--- config.mk ---
export PLATFORM = sky130hd
export DESIGN_NAME = serial_seg_loader
export DESIGN_NICKNAME = d
export VERILOG_FILES = /design/src/rtl/segld_pkg.sv /design/src/rtl/segld_sync.sv /design/src/rtl/segld_rx.sv /design/src/rtl/segld_store.sv /design/src/rtl/serial_seg_loader.sv
export SDC_FILE = /design/constraint.sdc
export NUM_CORES = 1
export LEC_CHECK = 0
export BUFFER_PORTS_ARGS = -buffer_cell sky130_fd_sc_hd__buf_2
export CELL_PAD_IN_SITES_DETAIL_PLACEMENT = 0
export CELL_PAD_IN_SITES_GLOBAL_PLACEMENT = 1
export CORE_ASPECT_RATIO = 0.75
export CORE_UTILIZATION = 47
export CTS_CLUSTER_SIZE = 30
export DETAILED_ROUTE_END_ITERATION = 6
export PLACE_DENSITY = 0.88
export SETUP_SLACK_MARGIN = 0.4
export SYNTH_ARGS = -nofsm -noshare
export SYNTH_HDL_FRONTEND = slang
export SYNTH_SLANG_ARGS = --single-unit
--- constraint.sdc ---
create_clock -name clk -period 1.6 [get_ports clk]
set_input_delay 0.08 -clock clk [delete_from_list [all_inputs] [get_ports clk]]
set_output_delay 0.08 -clock clk [all_outputs]
set_load 0.005 [all_outputs]
--- src/rtl/segld_pkg.sv ---
package segld_pkg;
  localparam int COLS     = 32;
  localparam int ROWS     = 4;
  localparam int BYTE_W   = 8;
  localparam int MEM_BITS = COLS * ROWS;
  localparam int SLOTS    = MEM_BITS / BYTE_W;
  localparam int ADDR_W   = $clog2(SLOTS);
  localparam int CNT_W    = $clog2(BYTE_W);

  localparam logic [BYTE_W-1:0] CMD_ON  = 8'h01;
  localparam logic [BYTE_W-1:0] CMD_OFF = 8'h00;

  typedef struct packed {
    logic              valid;
    logic              is_cmd;
    logic [BYTE_W-1:0] data;
  } rx_byte_t;
endpackage

--- src/rtl/segld_sync.sv ---
module segld_sync #(
  parameter int           W       = 1,
  parameter logic [W-1:0] RST_VAL = '0
) (
  input  logic         clk,
  input  logic         rst_n,
  input  logic [W-1:0] d,
  output logic [W-1:0] q
);
  for (genvar g = 0; g < W; g++) begin : g_bit
    logic s1_q, s2_q;
    always_ff @(posedge clk or negedge rst_n) begin
      if (!rst_n) begin
        s1_q <= RST_VAL[g];
        s2_q <= RST_VAL[g];
      end else begin
        s1_q <= d[g];
        s2_q <= s1_q;
      end
    end
    assign q[g] = s2_q;
  end
endmodule

--- src/rtl/segld_rx.sv ---
module segld_rx
  import segld_pkg::*;
(
  input  logic     clk,
  input  logic     rst_n,
  input  logic     sclk_s,
  input  logic     sdata_s,
  input  logic     cs_n_s,
  input  logic     sel_s,
  output rx_byte_t rx_o
);
  logic              sclk_d_q, cs_d_q;
  logic [CNT_W-1:0]  cnt_q, cnt_nxt;
  logic [BYTE_W-2:0] sh_q, sh_nxt;
  logic              rise, cs_fall, take, last_bit;

  assign rise     = sclk_s & ~sclk_d_q;
  assign cs_fall  = cs_d_q & ~cs_n_s;
  assign take     = rise & ~cs_n_s & ~cs_fall;
  assign last_bit = (cnt_q == CNT_W'(BYTE_W - 1));

  always_comb begin
    cnt_nxt = cnt_q;
    sh_nxt  = sh_q;
    if (cs_fall) begin
      cnt_nxt = '0;
    end else if (take) begin
      cnt_nxt = cnt_q + CNT_W'(1);
      sh_nxt  = {sh_q[BYTE_W-3:0], sdata_s};
    end
  end

  always_ff @(posedge clk or negedge rst_n) begin
    if (!rst_n) begin
      sclk_d_q <= 1'b0;
      cs_d_q   <= 1'b1;
      cnt_q    <= '0;
      sh_q     <= '0;
    end else begin
      sclk_d_q <= sclk_s;
      cs_d_q   <= cs_n_s;
      cnt_q    <= cnt_nxt;
      sh_q     <= sh_nxt;
    end
  end

  assign rx_o.valid  = take & last_bit;
  assign rx_o.is_cmd = sel_s;
  assign rx_o.data   = {sh_q, sdata_s};

  // chip-select fall discards the partial byte
  assert_cs_fall_clears_R3: assert property (@(posedge clk) disable iff (!rst_n)
    cs_fall |=> (cnt_q == '0));
  // counter frozen while deselected
  assert_cs_high_hold_R2: assert property (@(posedge clk) disable iff (!rst_n)
    cs_n_s |=> $stable(cnt_q));
  // counter wraps after a completed byte
  assert_byte_wraps_R6: assert property (@(posedge clk) disable iff (!rst_n)
    rx_o.valid |=> (cnt_q == '0));
endmodule

--- src/rtl/segld_store.sv ---
module segld_store
  import segld_pkg::*;
(
  input  logic                clk,
  input  logic                rst_n,
  input  rx_byte_t            rx_i,
  output logic [MEM_BITS-1:0] seg_o,
  output logic                disp_en_o
);
  logic [SLOTS-1:0][BYTE_W-1:0] mem_q;
  logic [ADDR_W-1:0]            addr_q, addr_nxt;
  logic                         en_q, en_nxt;
  logic                         data_wr, cmd_wr, cmd_addr;

  assign data_wr  = rx_i.valid & ~rx_i.is_cmd;
  assign cmd_wr   = rx_i.valid & rx_i.is_cmd;
  assign cmd_addr = rx_i.data[BYTE_W-1] & (rx_i.data[BYTE_W-2:ADDR_W] == '0);

  always_comb begin
    addr_nxt = addr_q;
    en_nxt   = en_q;
    if (data_wr) begin
      addr_nxt = addr_q + ADDR_W'(1);
    end else if (cmd_wr) begin
      if (rx_i.data == CMD_ON)       en_nxt   = 1'b1;
      else if (rx_i.data == CMD_OFF) en_nxt   = 1'b0;
      else if (cmd_addr)             addr_nxt = rx_i.data[ADDR_W-1:0];
    end
  end

  always_ff @(posedge clk or negedge rst_n) begin
    if (!rst_n) begin
      addr_q <= '0;
      en_q   <= 1'b0;
    end else begin
      addr_q <= addr_nxt;
      en_q   <= en_nxt;
    end
  end

  for (genvar g = 0; g < SLOTS; g++) begin : g_slot
    logic we;
    assign we = data_wr & (addr_q == ADDR_W'(g));
    always_ff @(posedge clk) begin
      if (we) mem_q[g] <= rx_i.data;
    end
  end

  assign seg_o     = en_q ? mem_q : '0;
  assign disp_en_o = en_q;

  // position steps by one per display byte
  assert_addr_step_R5: assert property (@(posedge clk) disable iff (!rst_n)
    data_wr |=> (addr_q == $past(addr_q) + ADDR_W'(1)));
  // last position wraps to zero
  assert_addr_wrap_R5: assert property (@(posedge clk) disable iff (!rst_n)
    (data_wr && addr_q == ADDR_W'(SLOTS - 1)) |=> (addr_q == '0));
  // commands leave the image untouched
  assert_cmd_keeps_mem_R10: assert property (@(posedge clk) disable iff (!rst_n)
    cmd_wr |=> $stable(mem_q));
  // enable command takes effect
  assert_enable_cmd_R7: assert property (@(posedge clk) disable iff (!rst_n)
    (cmd_wr && rx_i.data == CMD_ON) |=> en_q);
  // display off when leaving reset
  assert_reset_off_R9: assert property (@(posedge clk) disable iff (!rst_n)
    $rose(rst_n) |-> !en_q);
endmodule

--- src/rtl/serial_seg_loader.sv ---
module serial_seg_loader
  import segld_pkg::*;
(
  input  logic                clk,
  input  logic                rst_n,
  input  logic                sclk,
  input  logic                sdata,
  input  logic                cs_n,
  input  logic                cmd_sel,
  output logic [MEM_BITS-1:0] seg_out,
  output logic                disp_en
);
  logic       rst_m_q, rst_s_q;
  logic [3:0] pins_s;
  rx_byte_t   rx_byte;

  always_ff @(posedge clk or negedge rst_n) begin
    if (!rst_n) begin
      rst_m_q <= 1'b0;
      rst_s_q <= 1'b0;
    end else begin
      rst_m_q <= 1'b1;
      rst_s_q <= rst_m_q;
    end
  end

  segld_sync #(.W(4), .RST_VAL(4'b0010)) u_sync (
    .clk   (clk),
    .rst_n (rst_s_q),
    .d     ({sclk, sdata, cs_n, cmd_sel}),
    .q     (pins_s)
  );

  segld_rx u_rx (
    .clk     (clk),
    .rst_n   (rst_s_q),
    .sclk_s  (pins_s[3]),
    .sdata_s (pins_s[2]),
    .cs_n_s  (pins_s[1]),
    .sel_s   (pins_s[0]),
    .rx_o    (rx_byte)
  );

  segld_store u_store (
    .clk       (clk),
    .rst_n     (rst_s_q),
    .rx_i      (rx_byte),
    .seg_o     (seg_out),
    .disp_en_o (disp_en)
  );
endmodule

After elaboration in Yosys (flattened, before gate mapping)
Index checks and enable logic that the tools add are counted.
{"block": "totals", "ff_bits": 155, "inputBits": 6, "out_inout_bits": 129, "word_cells": 102}
{"block": "op_classes", "add_sub_neg": 2, "eq_ne": 19, "n_mux": 10, "bitwise": 29, "reduce_logical": 10}
{"cell": "2-to-1 mux 128 bit", "count": 1}
{"cell": "equality test 4 bit (second input constant)", "count": 8}
{"cell": "bitwise AND 1 bit", "count": 24}
{"cell": "2-to-1 mux 4 bit", "count": 5}
{"cell": "equality test 4 x 3 -> 1 bit (second input constant)", "count": 4}
{"cell": "equality test 4 x 2 -> 1 bit (second input constant)", "count": 2}
{"cell": "equality test 8 x 1 -> 1 bit (second input constant)", "count": 1}
{"cell": "zero test 8 bit", "count": 1}
{"cell": "nonzero test 2 bit", "count": 4}
{"cell": "2-to-1 mux 3 bit", "count": 2}
{"cell": "inverter 1 bit", "count": 5}
{"cell": "adder 4 x 1 -> 4 bit (second input constant)", "count": 1}
{"cell": "equality test 4 x 1 -> 1 bit (second input constant)", "count": 1}
{"cell": "zero test 4 bit", "count": 1}
{"cell": "!= test 2 x 1 -> 1 bit (second input constant)", "count": 2}
{"cell": "AND reduction 4 bit", "count": 1}
{"cell": "adder 3 x 1 -> 3 bit (second input constant)", "count": 1}
{"cell": "equality test 3 bit (second input constant)", "count": 1}
{"cell": "zero test 3 bit", "count": 1}
{"cell": "AND reduction 3 bit", "count": 1}
{"cell": "2-to-1 mux 1 bit", "count": 2}
{"cell": "AND reduction 2 bit", "count": 1}

Logic depth before layout (Yosys ltp)
{"block": "depth", "depth_word": 8, "mapped_depth": 5, "ltp_nobuf": 5}

Hierarchy
Synthesis repeated with hierarchy kept, for this count alone.
{"block": "unflattened", "cells_unflattened": 379, "area_unflattened_um2": 6013.3}
{"mod": "segld_store", "instances": 1, "cells_per_inst": 328, "area_per_inst_um2": 5210.0, "seq_area_each_um2": 3968.8}
{"mod": "segld_rx", "instances": 1, "cells_per_inst": 36, "area_per_inst_um2": 516.7, "seq_area_each_um2": 301.5}
{"mod": "segld_sync", "instances": 1, "cells_per_inst": 12, "area_per_inst_um2": 232.7, "seq_area_each_um2": 202.7}
{"mod": "serial_seg_loader", "instances": 1, "cells_per_inst": 3, "area_per_inst_um2": 53.8, "seq_area_each_um2": 50.0}

Least setup slack after synthesis
OpenSTA, ideal clock, no wires.
{"block": "synth_timing", "kind": "register to register", "start": "register u_rx.sclk_d_q", "end": "register u_store.mem_q[100] (netlist bit) (enable)", "setup_ns": 0.371, "arrival_ns": 1.563, "t_required_ns": 1.229, "slack_ns": -0.334, "stages_incl_launch_ff": 5, "path_buffers": 0, "period_less_slack_ns": 1.934, "path_cell_list": "dfrtp_1 -> nor4b_4 -> and2_1 -> nand4b_1 -> nor2_1"}
{"block": "synth_via", "elab_chain_len": 7}
{"element": "start: declaration", "line": "segld_rx.sv:12", "text": "logic sclk_d_q, cs_d_q;"}
{"element": "start signal: assignment", "line": "segld_rx.sv:40", "text": "sclk_d_q <= sclk_s;"}
{"element": "inverter 1 bit", "line": "segld_rx.sv:17", "text": "assign rise = sclk_s & ~sclk_d_q;"}
{"element": "bitwise AND 1 bit", "line": "segld_rx.sv:17"}
{"element": "bitwise AND 1 bit (2 in series)", "line": "segld_rx.sv:19", "text": "assign take = rise & ~cs_n_s & ~cs_fall;"}
{"element": "bitwise AND 1 bit", "line": "segld_rx.sv:47", "text": "assign rx_o.valid = take & last_bit;"}
{"element": "bitwise AND 1 bit", "line": "segld_store.sv:15", "text": "assign data_wr = rx_i.valid & ~rx_i.is_cmd;"}
{"element": "bitwise AND 1 bit", "line": "segld_store.sv:43", "text": "assign we = data_wr & (addr_q == ADDR_W'(g));"}
{"element": "via u_store.g_slot[12].we", "line": "segld_store.sv:42", "text": "logic we;"}
{"element": "end signal: indexed assignment", "line": "segld_store.sv:45", "text": "if (we) mem_q[g] <= rx_i.data;"}
{"element": "end: declaration", "line": "segld_store.sv:10", "text": "logic [SLOTS-1:0][BYTE_W-1:0] mem_q;"}
The timed path passes the listed nets, and every way through them passes these cells.
A chain may end at the register's enable or synchronous reset.

Final worst setup path
{"block": "layout_timing", "start": "register u_rx.cs_d_q", "end": "register u_store.mem_q[35] (netlist bit) (enable)"}
{"block": "layout_via", "elab_chain_len": 6}
{"element": "start: declaration", "line": "segld_rx.sv:12"}
{"element": "start signal: assignment", "line": "segld_rx.sv:41", "text": "cs_d_q <= cs_n_s;"}
{"element": "bitwise AND 1 bit", "line": "segld_rx.sv:18", "text": "assign cs_fall = cs_d_q & ~cs_n_s;"}
{"element": "inverter 1 bit (no source line)"}
{"element": "bitwise AND 1 bit", "line": "segld_rx.sv:19"}
{"element": "bitwise AND 1 bit", "line": "segld_rx.sv:47"}
{"element": "bitwise AND 1 bit", "line": "segld_store.sv:15"}
{"element": "bitwise AND 1 bit", "line": "segld_store.sv:43"}
{"element": "via u_store.g_slot[4].we", "line": "segld_store.sv:42"}
The timed path passes the listed nets, and every way through them passes these cells.

==> results.py <==
metrics = {
    "timing": {
        "rsz0062_at_grt": "yes",
        "setup_slack_ns": -0.3785,
        "fmax_mhz": 505.4,
        "hold_viol": 0,
        "hold_slack_ns": 0.2410,
        "slew_violations": 0,
        "worst_slew_pin_slew_ns": 0.6013,
        "min_period_ns": 1.979,
        "min_period_over_period_pct": 123.7,
        "maxSlewHeadroom_pct": 59.74,
        "final.setup.tns_ns": -47.63,
        "skew_ns": 0.01594,
        "setup_viol": 179,
    },
    "synthesis": {
        "syn_area_per_cell_sq_um": 15.96,
        "syn_nets": 385,
        "synth_largest_area_cell": "edfxtp_1",
        "synth-edff-count": 128,
        "synth_area_sq_mm": 0.005954,
        "ys_ff_latch": 155,
        "yosysWarnings": 0,
        "ys.flop_type": "edfxtp_1",
        "synth_common_cells": "141 x and2_1, 128 x edfxtp_1, 24 x dfrtp_1, 16 x clkbuf_1, 8 x mux2_2",
        "netlist.area_leader.share_pct": 64.55,
        "ys_seq_area_share_pct": 75.96,
        "synth_area_leaders": "edfxtp_1 65%, and2_1 15%, dfrtp_1 10%",
        "yosys.cell_count.top_type": "and2_1",
        "synthArstFlopShare_pct": 17.42,
        "synth_cell_types": 31,
        "synthCells": 373,
    },
    "placement": {
        "numPlacedInstances": 685,
        "preCtsSetupSlack_ns": -0.3660,
        "portBuffers": 134,
        "dp_hpwl_mm": 8.296,
        "gp_congestion": 0.7717,
    },
    "critical_path": {
        "worstPathCellList": "nor4b_4 -> nand2_2 -> buf_12 -> nor4b_4 -> buf_4 -> and2_4",
        "critPathArrivalTime_ns": 2.11,
        "crit_type": "flop to flop",
        "critPathTopFamily": "simple AND/OR/NAND/NOR gates",
        "startpoint_type": "flop",
        "cpMostUsedCell": "nor4b_4",
        "crit_fanout": 8,
        "cp-startpoint": "u_rx.cs_d_q$_DFF_PN1_",
        "cp_num_buf_inv": 2,
        "timing.rr.start": "u_rx.cs_d_q$_DFF_PN1_",
        "end_kind": "flop",
        "required_ns": 1.73,
        "critPathMaxStageDelay_ns": 0.38,
        "crit_slowest_cell": "dfstp_2",
    },
    "route": {
        "postRouteAntennaNets": 0,
        "drtIter0Drc": 376,
        "drc": 0,
        "route.met3.wl_mm": 1.338,
        "wl_mm": 18.54,
        "wl_met2_mm": 9.300,
        "vias_per_cell": 5.371,
        "vias": 4082,
        "wire_per_inst_microns": 24.39,
        "drt_pass1_iterations": 5,
        "top_layer_used": "met4",
        "m1WireLength_mm": 7.378,
    },
    "grt": {
        "antenna_found_initial": 0,
        "grt_max_degree": 26,
        "grt_pass1_wl_mm": 26.87,
        "grt-ovfl-total": 0,
        "grt_util_all_layers_pct": 28.83,
        "grt_pass1_vias": 4195,
    },
    "worst_hold_path": {
        "hp-class": "flop to asynchronous set/reset pin",
    },
    "cts": {
        "htree_levels": 4,
        "numClockSinks": 155,
        "cts_buffers": 17,
        "clockRootBuffer": "clkbuf_16",
        "cts_tree": "built",
        "clk_pin_slew_ns": 0.06,
        "insertion_delay_ns": 0.44,
        "cts_buffer_depth": 2,
    },
    "power_and_ir_drop": {
        "p_per_area_mw_per_mm2": 944.8,
        "p_leak_nw": 3.927,
        "ir_worst_vdd_mv": 0.6960,
        "power_mw": 9.191,
    },
    "die": {
        "io_pins": 135,
        "chipHeight_microns": 99.48,
        "core_sq_mm": 0.01231,
        "rows": 35,
        "die_area_sq_mm": 0.01313,
        "initial_utilization_pct": 48.39,
        "die_w_microns": 132.0,
    },
    "flow_run": {
        "max_cap_violations": 0,
    },
    "cells_and_area": {
        "nets": 595,
        "multi_input_area_sq_mm": 0.001849,
        "fin_cells": 760,
        "antenna_cells": 0,
        "fillCellCount": 613,
        "drive_gt1_share_pct": 68.69,
        "syn2layout_area_growth_pct": 63.37,
        "register_area_sq_mm": 0.004528,
    },
    "status": {
        "violations": "negative setup slack",
        "outcome": "finished, violations left",
    },
}
state kept, by name (all words and copies together) (netlist names):
register           cells
rst_m_q                1
rst_s_q                1
u_rx.cnt_q             3
u_rx.cs_d_q            1
u_rx.sclk_d_q          1
u_rx.sh_q              7
u_store.addr_q         4
u_store.disp_en_o      1
u_store.mem_q        128
u_sync.g_bit.s1_q      4
u_sync.g_bit.s2_q      4
metrics by stage:
stage	util [%]	area, sq um
6_report	79.05	9728
2_1_floorplan	-	6005
4_1_cts	76.78	9448
5_1_grt	79.05	9728
3_5_place_dp	57.49	7074
3_3_place_gp	57.49	7074
where the power goes:
| part | total, mW | internal [mW] | switching [mW] |
|---|---|---|---|
| logic | 0.662 | 0.213 | 0.449 |
| registers | 4.73 | 4.65 | 0.0820 |
| clock network | 3.80 | 2.13 | 1.67 |
| total | 9.19 | 6.99 | 2.20 |
cells by family (layout without fill, tap and decap cells):
logic type	Yosys count	after routing	share of synthesized area (%)
and+or+nand+nor	164	164	17.80
DFF	155	155	75.96
buffers and inverters	23	244	1.471
AOI/OAI and AO/OA	15	15	1.744
muxes	9	9	1.702
adders and majority gates	6	6	1.261
other	1	1	0.06298
cell type report:
cell class / count / area share, %
flip-flops and latches: 155 / 46.55
repair buffers: 208 / 26.46
multi-input cells: 195 / 19.01
clock buffers: 17 / 4.373
well taps: 166 / 2.135
clock inverters: 13 / 1.248
inverters: 6 / 0.2315
path summary, 6_finish.rpt:
check,endpoint,slack (ns),depth (start not counted)
worst min-delay path,u_store.addr_q[0]$_DFFE_PN0P_,0.24,1
max in group asynchronous,rst_m_q$_DFF_PN0_,0.98,3
worst min register to register,u_store.addr_q[0]$_DFFE_PN0P_,0.24,1
worst max-delay path,u_store.mem_q[35]$_DFFE_PP_,-0.38,6
worst max register to register,u_store.mem_q[35]$_DFFE_PP_,-0.38,6
min in group clk,u_sync.g_bit[2].s1_q$_DFF_PN0_,0.29,2
layer usage:
layer / track usage, % / up-vias
met5: 0 / -
met4: 10.38 / 0
met3: 6.065 / 45
met2: 48.07 / 246
met1: 37.75 / 2052
li1: - / 1739
cells in the final DEF (no fill, tap or decap), drive strengths merged, types with 6 or more instances in the layout:
master / Yosys / final
buf: 1 / 202
clkbuf: 16 / 17
clkinv: 0 / 7
dlygate4sd3: 0 / 6
mux2: 9 / 9
edfxtp: 128 / 128
inv: 6 / 9
dfrtp: 24 / 24
ha: 6 / 6
nor2: 7 / 7
and2: 141 / 141
timing repair:
item                                   4_1_cts  5_1_grt
endpoints found under the hold margin        6        0
gates cloned                                16        0
hold buffers                                 6        0
setup endpoints to repair                  270      272
pin swaps                                   13       11
gates resized for setup                    282       50
setup buffers                               18        5
(Power assumes the default switching activity.)
